===== src/rtl/tbljmp_pkg.sv =====
package tbljmp_pkg;
  typedef enum logic [1:0] {ST_IDLE, ST_REQ, ST_WAIT, ST_DONE} state_t;

  typedef struct packed {
    logic captureOp;
    logic captureRsp;
    logic emit;
  } strobe_t;
endpackage


===== src/rtl/tbljmp_ctrl.sv =====
module tbljmp_ctrl
  import tbljmp_pkg::*;
(
  input  logic    clk,
  input  logic    rstN,
  input  logic    startValid,
  input  logic    opLegal,
  input  logic    memReady,
  input  logic    memRspValid,
  output strobe_t strobe,
  output logic    busy,
  output logic    memReq
);
  state_t state;

  always_ff @(posedge clk) begin
    if (!rstN) begin
      state <= ST_IDLE;
    end else begin
      case (state)
        ST_IDLE: if (startValid) state <= opLegal ? ST_REQ : ST_DONE;
        ST_REQ:  if (memReady) state <= ST_WAIT;
        ST_WAIT: if (memRspValid) state <= ST_DONE;
        default: state <= ST_IDLE;
      endcase
    end
  end

  always_comb begin
    strobe.captureOp  = (state == ST_IDLE) && startValid;
    strobe.captureRsp = (state == ST_WAIT) && memRspValid;
    strobe.emit       = (state == ST_DONE);
  end

  assign busy   = (state != ST_IDLE);
  assign memReq = (state == ST_REQ);

  // request stays up until memory takes it
  assert_req_hold_R9: assert property (@(posedge clk) disable iff (!rstN)
    memReq && !memReady |=> memReq);

  // a refused word never reaches memory
  assert_illegal_skips_mem_R4: assert property (@(posedge clk) disable iff (!rstN)
    (!busy && startValid && !opLegal) |=> !memReq);
endmodule


===== src/rtl/tbljmp_dpath.sv =====
module tbljmp_dpath
  import tbljmp_pkg::*;
#(
  parameter int XLEN     = 32,
  parameter int ILEN     = 16,
  parameter int BASE_LSB = 6,
  parameter int IDX_W    = 8
) (
  input  logic            clk,
  input  logic            rstN,
  input  strobe_t         strobe,
  input  logic [ILEN-1:0] instr,
  input  logic [XLEN-1:0] pc,
  input  logic [XLEN-1:0] vecCsr,
  input  logic [XLEN-1:0] memData,
  input  logic            memFault,
  output logic            opLegal,
  output logic [XLEN-1:0] memAddr,
  output logic            redirectValid,
  output logic [XLEN-1:0] redirectTarget,
  output logic            linkWrite,
  output logic [XLEN-1:0] linkData,
  output logic            illegalInstr,
  output logic            accessFault
);
  localparam int ENTRY_SHIFT = $clog2(XLEN / 8);
  localparam int IDX_LO      = 2;
  localparam int IDX_HI      = IDX_LO + IDX_W - 1;
  localparam int FORM_LO     = IDX_LO + 5;
  localparam int INSTR_BYTES = ILEN / 8;

  logic            opMatch, modeOk, isLink;
  logic [XLEN-1:0] baseQ, pcQ, targetQ;
  logic [IDX_W-1:0] idxQ;
  logic            linkQ, illegalQ, faultQ;

  always_comb begin
    opMatch = (instr[1:0] == 2'b10) && (instr[ILEN-1:IDX_HI+1] == 6'b101000);
    modeOk  = (vecCsr[BASE_LSB-1:0] == '0);
    opLegal = opMatch && modeOk;
    isLink  = (instr[IDX_HI:FORM_LO] != '0);
  end

  always_ff @(posedge clk) begin
    if (!rstN) begin
      baseQ    <= '0;
      pcQ      <= '0;
      idxQ     <= '0;
      linkQ    <= 1'b0;
      illegalQ <= 1'b0;
      faultQ   <= 1'b0;
      targetQ  <= '0;
    end else begin
      if (strobe.captureOp) begin
        baseQ    <= {vecCsr[XLEN-1:BASE_LSB], {BASE_LSB{1'b0}}};
        pcQ      <= pc;
        idxQ     <= instr[IDX_HI:IDX_LO];
        linkQ    <= isLink;
        illegalQ <= !opLegal;
        faultQ   <= 1'b0;
      end
      if (strobe.captureRsp) begin
        faultQ  <= memFault;
        targetQ <= memData & ~XLEN'(1);
      end
    end
  end

  assign memAddr        = baseQ + (XLEN'(idxQ) << ENTRY_SHIFT);
  assign linkData       = pcQ + XLEN'(INSTR_BYTES);
  assign redirectTarget = targetQ;
  assign redirectValid  = strobe.emit && !illegalQ && !faultQ;
  assign linkWrite      = redirectValid && linkQ;
  assign illegalInstr   = strobe.emit && illegalQ;
  assign accessFault    = strobe.emit && !illegalQ && faultQ;

  // at most one outcome in any cycle
  assert_one_result_R8: assert property (@(posedge clk) disable iff (!rstN)
    $onehot0({redirectValid, illegalInstr, accessFault}));

  // the x1 write never happens without a redirect
  assert_link_needs_redirect_R3: assert property (@(posedge clk) disable iff (!rstN)
    linkWrite |-> redirectValid && !accessFault);
endmodule


===== src/rtl/tbljmp_unit.sv =====
module tbljmp_unit
  import tbljmp_pkg::*;
#(
  parameter int XLEN = 32,
  parameter int ILEN = 16
) (
  input  logic            clk,
  input  logic            rstN,
  input  logic            startValid,
  input  logic [ILEN-1:0] instr,
  input  logic [XLEN-1:0] pc,
  input  logic [XLEN-1:0] vecCsr,
  output logic            busy,
  output logic            memReq,
  output logic [XLEN-1:0] memAddr,
  input  logic            memReady,
  input  logic            memRspValid,
  input  logic [XLEN-1:0] memData,
  input  logic            memFault,
  output logic            redirectValid,
  output logic [XLEN-1:0] redirectTarget,
  output logic            linkWrite,
  output logic [XLEN-1:0] linkData,
  output logic            illegalInstr,
  output logic            accessFault
);
  strobe_t strobe;
  logic    opLegal;

  tbljmp_ctrl u_ctrl (
    .clk(clk), .rstN(rstN), .startValid(startValid), .opLegal(opLegal),
    .memReady(memReady), .memRspValid(memRspValid),
    .strobe(strobe), .busy(busy), .memReq(memReq)
  );

  tbljmp_dpath #(.XLEN(XLEN), .ILEN(ILEN)) u_dpath (
    .clk(clk), .rstN(rstN), .strobe(strobe), .instr(instr), .pc(pc),
    .vecCsr(vecCsr), .memData(memData), .memFault(memFault),
    .opLegal(opLegal), .memAddr(memAddr),
    .redirectValid(redirectValid), .redirectTarget(redirectTarget),
    .linkWrite(linkWrite), .linkData(linkData),
    .illegalInstr(illegalInstr), .accessFault(accessFault)
  );

  // address steady while the request waits
  assert_addr_stable_R9: assert property (@(posedge clk) disable iff (!rstN)
    memReq && !memReady |=> $stable(memAddr));

  // busy drops only after an outcome was shown
  assert_busy_release_R8: assert property (@(posedge clk) disable iff (!rstN)
    $fell(busy) |-> $past(redirectValid || illegalInstr || accessFault));
endmodule


===== config.mk =====
export PLATFORM = sky130hd
export DESIGN_NAME = tbljmp_unit
export DESIGN_NICKNAME = d
export VERILOG_FILES = /design/src/rtl/tbljmp_pkg.sv /design/src/rtl/tbljmp_ctrl.sv /design/src/rtl/tbljmp_dpath.sv /design/src/rtl/tbljmp_unit.sv
export SDC_FILE = /design/constraint.sdc
export NUM_CORES = 1
export LEC_CHECK = 0
export ABC_AREA = 1
export BUFFER_PORTS_ARGS = -buffer_cell sky130_fd_sc_hd__clkbuf_2
export CELL_PAD_IN_SITES_DETAIL_PLACEMENT = 1
export CELL_PAD_IN_SITES_GLOBAL_PLACEMENT = 2
export CORE_ASPECT_RATIO = 0.5
export CORE_MARGIN = 4
export CORE_UTILIZATION = 26
export CTS_BUF_LIST = sky130_fd_sc_hd__clkbuf_4 sky130_fd_sc_hd__clkbuf_8
export CTS_CLUSTER_DIAMETER = 80
export DETAILED_ROUTE_END_ITERATION = 8
export HOLD_SLACK_MARGIN = 0.15
export PLACE_DENSITY_LB_ADDON = 0.3
export SYNTH_ARGS = -nofsm -noshare
export SYNTH_HDL_FRONTEND = slang
export SYNTH_SLANG_ARGS = --single-unit

===== constraint.sdc =====
create_clock -name clk -period 2.3 [get_ports clk]
set_input_delay 0.115 -clock clk [delete_from_list [all_inputs] [get_ports clk]]
set_output_delay 0.115 -clock clk [all_outputs]
set_load 0.01 [all_outputs]

==> results of run 1 <==
-- cell usage after synthesis, drive strengths merged --
| library cell | count | share of area [%] |
|---|---|---|
| a21oi | 25 | 2.3 |
| buf | 18 | 2.1 |
| ha | 10 | 2.3 |
| nand2b | 1 | 0.12 |
| and3 | 1 | 0.12 |
| nand3 | 25 | 2.5 |
| o21ai | 101 | 9.6 |
| conb | 1 | 0.070 |
| o211ai | 1 | 0.14 |
| clkbuf | 21 | 1.5 |
| o41ai | 1 | 0.16 |
| nand3b | 7 | 0.98 |
| xnor2 | 14 | 2.3 |
| inv | 63 | 4.5 |
| fa | 1 | 0.37 |
| nor3 | 22 | 3.2 |
| nand2 | 111 | 8.0 |
| dfxtp | 102 | 38 |
| xor2 | 28 | 4.6 |
| nor2 | 205 | 15 |
| nand4 | 13 | 1.5 |
| nor4 | 1 | 0.12 |
| nor3b | 1 | 0.14 |
-- routing by layer --
metal	vias up	track usage, %	part of all wire (%)
met5	-	0	0
met4	0	3.51	1.2
met3	19	4.96	5.4
met2	108	32.1	49
met1	2823	20.8	44
li1	3070	-	-
-- path summary, 6_finish.rpt --
kind                                               startpoint                            to  slack [ns]
worst max-delay path            u_dpath.baseQ[6]$_SDFFE_PN0P_                   memAddr[30]        0.02
worst min register to register   u_dpath.idxQ[7]$_SDFFE_PN0P_  u_dpath.idxQ[7]$_SDFFE_PN0P_        0.48
worst min-delay path                                 memReady  u_ctrl.state[1]$_SDFFE_PN0P_        0.19
worst max register to register   u_ctrl.state[0]$_SDFFE_PN0P_    u_dpath.linkQ$_SDFFE_PN0P_        0.22
-- power groups by stage --
stage	registers (uW)	clock network (uW)	logic (uW)
6_report	2650	1350	2600
4_1_cts	2640	1420	2630
3_5_place_dp	2680	0	2470
2_1_floorplan	2590	0	1520
5_1_grt	2720	1480	2950
3_3_place_gp	2650	0	2410
-- worst max-delay path: cells and delay by family (launching register included) --
kind / cells / cell delay, ns
XOR/XNOR: 1 / 0.18
adder cells (fa/ha/maj): 2 / 0.54
buffers and inverters: 2 / 0.20
flip-flops: 1 / 0.38
AND/OR/NAND/NOR: 4 / 0.47
-- cells by family after synthesis --
kind of cell	count (synthesis)
other	1
AND/OR/NAND/NOR	387
adder cells (fa/ha/maj)	11
flip-flops	102
buffers and inverters	102
AO/OA/AOI/OAI	128
XOR/XNOR	42
-- area by class of cell --
type / count / share of cell area [%]
clock buffer: 9 / 1.53
sequential: 102 / 25.3
clock inverter: 7 / 1.30
inverter: 63 / 2.96
tap: 266 / 4.12
timing repair buffer: 335 / 28.1
multi-input combinational: 571 / 36.7
-- repair_timing --
item | in CTS | in global routing
hold endpoints to repair | 102 | 0
setup buffers | 2 | 5
endpoints found under the setup margin | 11 | 16
pin swaps | 2 | 8
hold buffers | 106 | 0
resized for setup | 8 | 15
-- through the flow --
step,cell area [um^2],instances,worst slack (ns)
6_report,8080,1353,0.0190
4_1_cts,8000,1348,-0.0263
2_1_floorplan,5380,775,0.490
3_5_place_dp,6670,1224,0.213
5_1_grt,8080,1353,-0.125
3_3_place_gp,6670,1224,0.254
-- registers in the layout, indices dropped and copies added (netlist names) --
signal	cells
u_dpath.pcQ	32
u_dpath.redirectTarget	31
u_dpath.baseQ	26
u_dpath.idxQ	8
u_ctrl.state	2
u_dpath.faultQ	1
u_dpath.illegalQ	1
u_dpath.linkQ	1
==> impl_metrics.json, run 1 <==
{
  "numPortBuffers": 215,
  "htree_levels": 3,
  "cp-start-kind": "flip-flop",
  "finish.utilization_pct": 40.7,
  "post-route-drc-count": 0,
  "p_seq_share_pct": 40.1,
  "cpMostUsedCell": "nor2_2",
  "vdd_drop_max_uv": 400,
  "cts_tree": "done",
  "area_growth_pct": 50.5,
  "drive_gt1_share_pct": 26.6,
  "grt.total_usage_pct": 17.5,
  "syn_area_mm2": 0.00537,
  "ys_seq_elements": 102,
  "yosysUniqueCellTypes": 34,
  "outcome": "finished clean",
  "most-common-layout-cells": "clkbuf_2, nor2_1, dlygate4sd3_1",
  "final_common_cell": "clkbuf_2",
  "finalHoldViolCount": 0,
  "drt_iter0_drc": 220,
  "fmax_mhz": 438,
  "netSwitchingPower_uw": 2710,
  "worstSetupEndpointType": "output pin",
  "synthSimpleGateAreaFrac_pct": 32.1,
  "cts-root-buf": "clkbuf_8",
  "hp-class": "input pin to flip-flop",
  "globalplace.congestion": 0.825,
  "die_area_mm2": 0.0231,
  "antenna_cells": 0,
  "crit_fanout": 3,
  "die_h_um": 110,
  "dpl.hpwl_mm": 15.3,
  "ff_latch_area_mm2": 0.00204,
  "drtAntennaViolNets": 0,
  "via_per_inst": 4.45,
  "ios": 220,
  "fillerInstances": 2519,
  "internal-power_uw": 3890,
  "holdWs_ns": 0.185,
  "criticalPathCategory": "flip-flop to output pin",
  "p_sw_share_pct": 41.1,
  "grt_pass1_wl_mm": 32.5,
  "grt_setup_unrepaired": "true",
  "synthMuxAreaShare_pct": 0,
  "core_mm2": 0.0199,
  "ys_warn_count": 0,
  "synth_area_per_cell_um2": 6.94,
  "yosys.area_share.adder_pct": 2.70,
  "num_vias": 6020,
  "pwr-share-clk_pct": 20.5,
  "finalSetupViolCount": 0,
  "numCtsBuffers": 9,
  "cp_data_required_time_ns": 2.18,
  "netlist_instances": 773,
  "synth_xor_area_share_pct": 6.85,
  "initial_utilization_pct": 27.0,
  "finClkSkew_ns": 0.0120,
  "clkLatencyLatePin_ns": 0.40,
  "drtPass1Iterations": 4,
  "wl_mm": 20.6,
  "p_leak_uw": 0.00380,
  "row_count": 36,
  "timing.final.crit_share_pct": 99.2,
  "cts.clk_slew.worst_paths_ns": 0.11,
  "cts.sinks": 102,
  "crit_arrival_ns": 2.17,
  "final_nets": 1211,
  "synth_top_family_by_area": "simple AND/OR/NAND/NOR gates",
  "multi_input_area_mm2": 0.00296,
  "antenna_found_initial": 0,
  "seq_area_frac_synth_pct": 38.0,
  "p_per_area_mw_per_mm2": 817,
  "grt-ovfl-total": 0,
  "wire_per_inst_um": 15.2,
  "maxSlewViolCount": 0,
  "grt_pass1_vias": 6483,
  "synth_compound_area_share_pct": 12.2,
  "cp_slowest_cell": "fa_2",
  "hold_depth": 6,
  "clk_path_buf_depth": 2,
  "total_power_uw": 6600,
  "slowest_delay_ns": 0.40,
  "die_w_um": 211,
  "max-cap-violations": 0,
  "r2r_cells": 8,
  "combinationalPowerShare_pct": 39.4,
  "grt_max_degree": 90,
  "min_period_ns": 2.28,
  "crit_chain": "ha_4 -> inv_2 -> fa_2 -> nor2_1 -> nor2_2 -> nor2_2 -> nand2_1 -> xnor2_1 -> clkbuf_2",
  "tns_ns": 0
}
Power figures use the tool's default switching activity.
==> run 2, diff against run 1 <==
--- a/config.mk
+++ b/config.mk
@@ -5,13 +5,12 @@
 export SDC_FILE = /design/constraint.sdc
 export NUM_CORES = 1
 export LEC_CHECK = 0
-export ABC_AREA = 1
 export BUFFER_PORTS_ARGS = -buffer_cell sky130_fd_sc_hd__clkbuf_2
 export CELL_PAD_IN_SITES_DETAIL_PLACEMENT = 1
 export CELL_PAD_IN_SITES_GLOBAL_PLACEMENT = 2
 export CORE_ASPECT_RATIO = 0.5
-export CORE_MARGIN = 4
-export CORE_UTILIZATION = 26
+export CORE_MARGIN = 2
+export CORE_UTILIZATION = 27
 export CTS_BUF_LIST = sky130_fd_sc_hd__clkbuf_4 sky130_fd_sc_hd__clkbuf_8
 export CTS_CLUSTER_DIAMETER = 80
 export DETAILED_ROUTE_END_ITERATION = 8
==> run 2 against run 1 <==
The flow now finishes with violations (setup timing). Worst hold slack gained 0.0025 ns. Critical path depth grew 1. Synthesized cell count shrank 16%. Sequential share of layout area grew 0.42 points.
==> impl_metrics.json, run 2 <==
{
  "outcome": "finished with violations",
  "violations": "setup timing",
  "holdWs_ns": 0.188,
  "drtPass1Iterations": 4,
  "netSwitchingPower_uw": 2040,
  "wl_mm": 17.8,
  "max-cap-violations": 0,
  "yosysUniqueCellTypes": 42,
  "ff_latch_area_mm2": 0.00205,
  "htree_levels": 3,
  "cts.clk_slew.worst_paths_ns": 0.11,
  "synthTopCellsByArea": "dfxtp_1, nand2_1, a21boi_0",
  "cp_slowest_cell": "dfxtp_2",
  "final_nets": 1079,
  "die_h_um": 102,
  "grt_pass1_vias": 5728,
  "criticalPathCategory": "flip-flop to output pin",
  "finClkSkew_ns": 0.00675,
  "slowest_delay_ns": 0.37,
  "pre_cts_ws_ns": 0.197,
  "tns_ns": -0.126,
  "area_growth_pct": 52.4,
  "finalSetupViolCount": 6,
  "crit_chain": "ha_4 -> inv_2 -> fa_2 -> nor2b_2 -> o31a_1 -> buf_6 -> buf_4 -> nand3_4 -> xnor2_2 -> buf_2",
  "multi_input_area_mm2": 0.00301,
  "yosys.cell_count.top_type": "nand2_1",
  "regMostFlops": "u_dpath.pcQ",
  "cts-root-buf": "clkbuf_8",
  "fmax_mhz": 424,
  "numCtsBuffers": 9,
  "synth.top_cell.area_share_pct": 39.1,
  "min_period_ns": 2.36,
  "cp-start-kind": "flip-flop",
  "worst_slack_ns": -0.0576,
  "via_per_inst": 4.45,
  "cts_tree": "done",
  "drtAntennaViolNets": 0,
  "ios": 220,
  "vdd_drop_max_uv": 340,
  "drive_gt1_share_pct": 29.7,
  "synth_edf_count": 0,
  "grt_pass1_wl_mm": 28.5,
  "dpl.hpwl_mm": 12.1,
  "wire_per_inst_um": 14.6,
  "ys_warn_count": 0,
  "cts.sinks": 102,
  "finalHoldViolCount": 0,
  "yosysTopAreaCell": "dfxtp_1",
  "worstSetupEndpointType": "output pin",
  "slew_headroom_pct": 55.0,
  "antenna_cells": 0,
  "most-common-layout-cells": "nand2_1, clkbuf_2, dlygate4sd3_1",
  "clkLatencyLatePin_ns": 0.37,
  "globalplace.congestion": 0.774,
  "cp_data_required_time_ns": 2.18,
  "final_common_cell": "nand2_1",
  "clk_path_buf_depth": 2,
  "async_flop_share_pct": 0,
  "crit_fanout": 6,
  "p_per_area_mw_per_mm2": 705,
  "drt_iter0_drc": 156,
  "worst_pin_slew_ns": 0.675,
  "hp-class": "input pin to flip-flop",
  "grt_setup_unrepaired": "true",
  "netlist_instances": 652,
  "crit_arrival_ns": 2.24,
  "maxSlewViolCount": 0,
  "core_mm2": 0.0187,
  "fillerInstances": 2280,
  "grt_max_degree": 57,
  "p_sw_share_pct": 36.4,
  "initial_utilization_pct": 28.0,
  "syn_area_mm2": 0.00522,
  "combinationalPowerShare_pct": 34.9,
  "numPortBuffers": 215,
  "antenna_found_initial": 0,
  "timing.final.crit_share_pct": 103,
  "internal-power_uw": 3560,
  "pwr-share-clk_pct": 23.5,
  "largest_register_ff_count": 32,
  "die_area_mm2": 0.0205,
  "total_power_uw": 5600,
  "synth_commonest_cells": "nand2_1, dfxtp_1, a21boi_0",
  "synth_area_per_cell_um2": 8.00,
  "p_leak_uw": 0.00344,
  "seq_area_frac_synth_pct": 39.1,
  "ys_seq_elements": 102,
  "final_cells": 1214,
  "grt.total_usage_pct": 17.3,
  "grt-ovfl-total": 0,
  "place_inst": 1090,
  "num_vias": 5408,
  "p_seq_share_pct": 41.7,
  "post-route-drc-count": 0,
  "die_w_um": 201,
  "row_count": 35,
  "synth_ff_type": "dfxtp_1"
}
run 2: per-stage QoR:
step           instance area [um^2]  utilization (%)
6_report                       7950             42.6
5_1_grt                        7950             42.6
4_1_cts                        7850             42.1
3_5_place_dp                   6520             34.9
3_3_place_gp                   6520             34.9
2_1_floorplan                  5230                -
run 2: logic make-up (layout without fill, tap and decap cells):
group,Yosys count,in the layout,share of synthesized area [%]
simple gates,310,310,27.7
compound gates,110,110,15.5
flops,102,102,39.1
buf+inv,65,366,5.88
xor+xnor,52,52,8.73
fa+ha+maj,11,11,2.78
other cells,1,3,0.0719
mux,1,1,0.192
run 2: final timing paths:
kind / start / end / slack (ns) / depth (start not counted)
worst min register to register: u_dpath.redirectTarget[12]$_SDFFE_PN0P_ / u_dpath.redirectTarget[12]$_SDFFE_PN0P_ / 0.47 / 2
worst max register to register: u_ctrl.state[0]$_SDFFE_PN0P_ / u_dpath.faultQ$_SDFFE_PN0P_ / 0.26 / 7
worst max-delay path: u_dpath.idxQ[4]$_SDFFE_PN0P_ / memAddr[16] / -0.06 / 10
worst min-delay path: memRspValid / u_ctrl.state[1]$_SDFFE_PN0P_ / 0.19 / 4
run 2: power by group through the flow:
stage / clock network [uW] / logic, uW / registers, uW
global route: 1450 / 2200 / 2380
global placement: 0 / 1790 / 2340
CTS: 1390 / 1980 / 2330
finish: 1320 / 1950 / 2330
detailed placement: 0 / 1820 / 2360
floorplan: 0 / 1090 / 2320
run 2: metal layers:
metal,routed length (um),GRT usage [%],up-vias
met5,0,0,-
met1,7690,19.5,2552
met3,1010,5.45,11
met4,140,3.59,0
met2,8940,32.6,112
li1,-,-,2733
run 2: what timing repair did:
| action | in CTS | in global routing |
|---|---|---|
| cloned | 1 | 1 |
| endpoints found under the setup margin | 14 | 19 |
| hold buffers | 102 | 0 |
| endpoints found under the hold margin | 100 | 0 |
| pin swaps | 3 | 6 |
| buffers inserted | 3 | 2 |
| gates resized for setup | 16 | 30 |
run 2: worst max-delay path: cells and delay by family, from the launching register on:
family / cells / cell delay, ns
AO/OA/AOI/OAI: 1 / 0.17
buffers and inverters: 4 / 0.45
adder cells (fa/ha/maj): 2 / 0.48
AND/OR/NAND/NOR: 2 / 0.21
XOR/XNOR: 1 / 0.18
flip-flops: 1 / 0.37
run 2: area by class of cell:
cell class                      count  area share, %
Timing Repair Buffer              333           28.7
Clock buffer                       11           1.83
Clock inverter                      5           1.02
Sequential cell                   102           25.7
Multi-Input combinational cell    487           37.8
Inverter                           17          0.803
Tap cell                          259           4.08
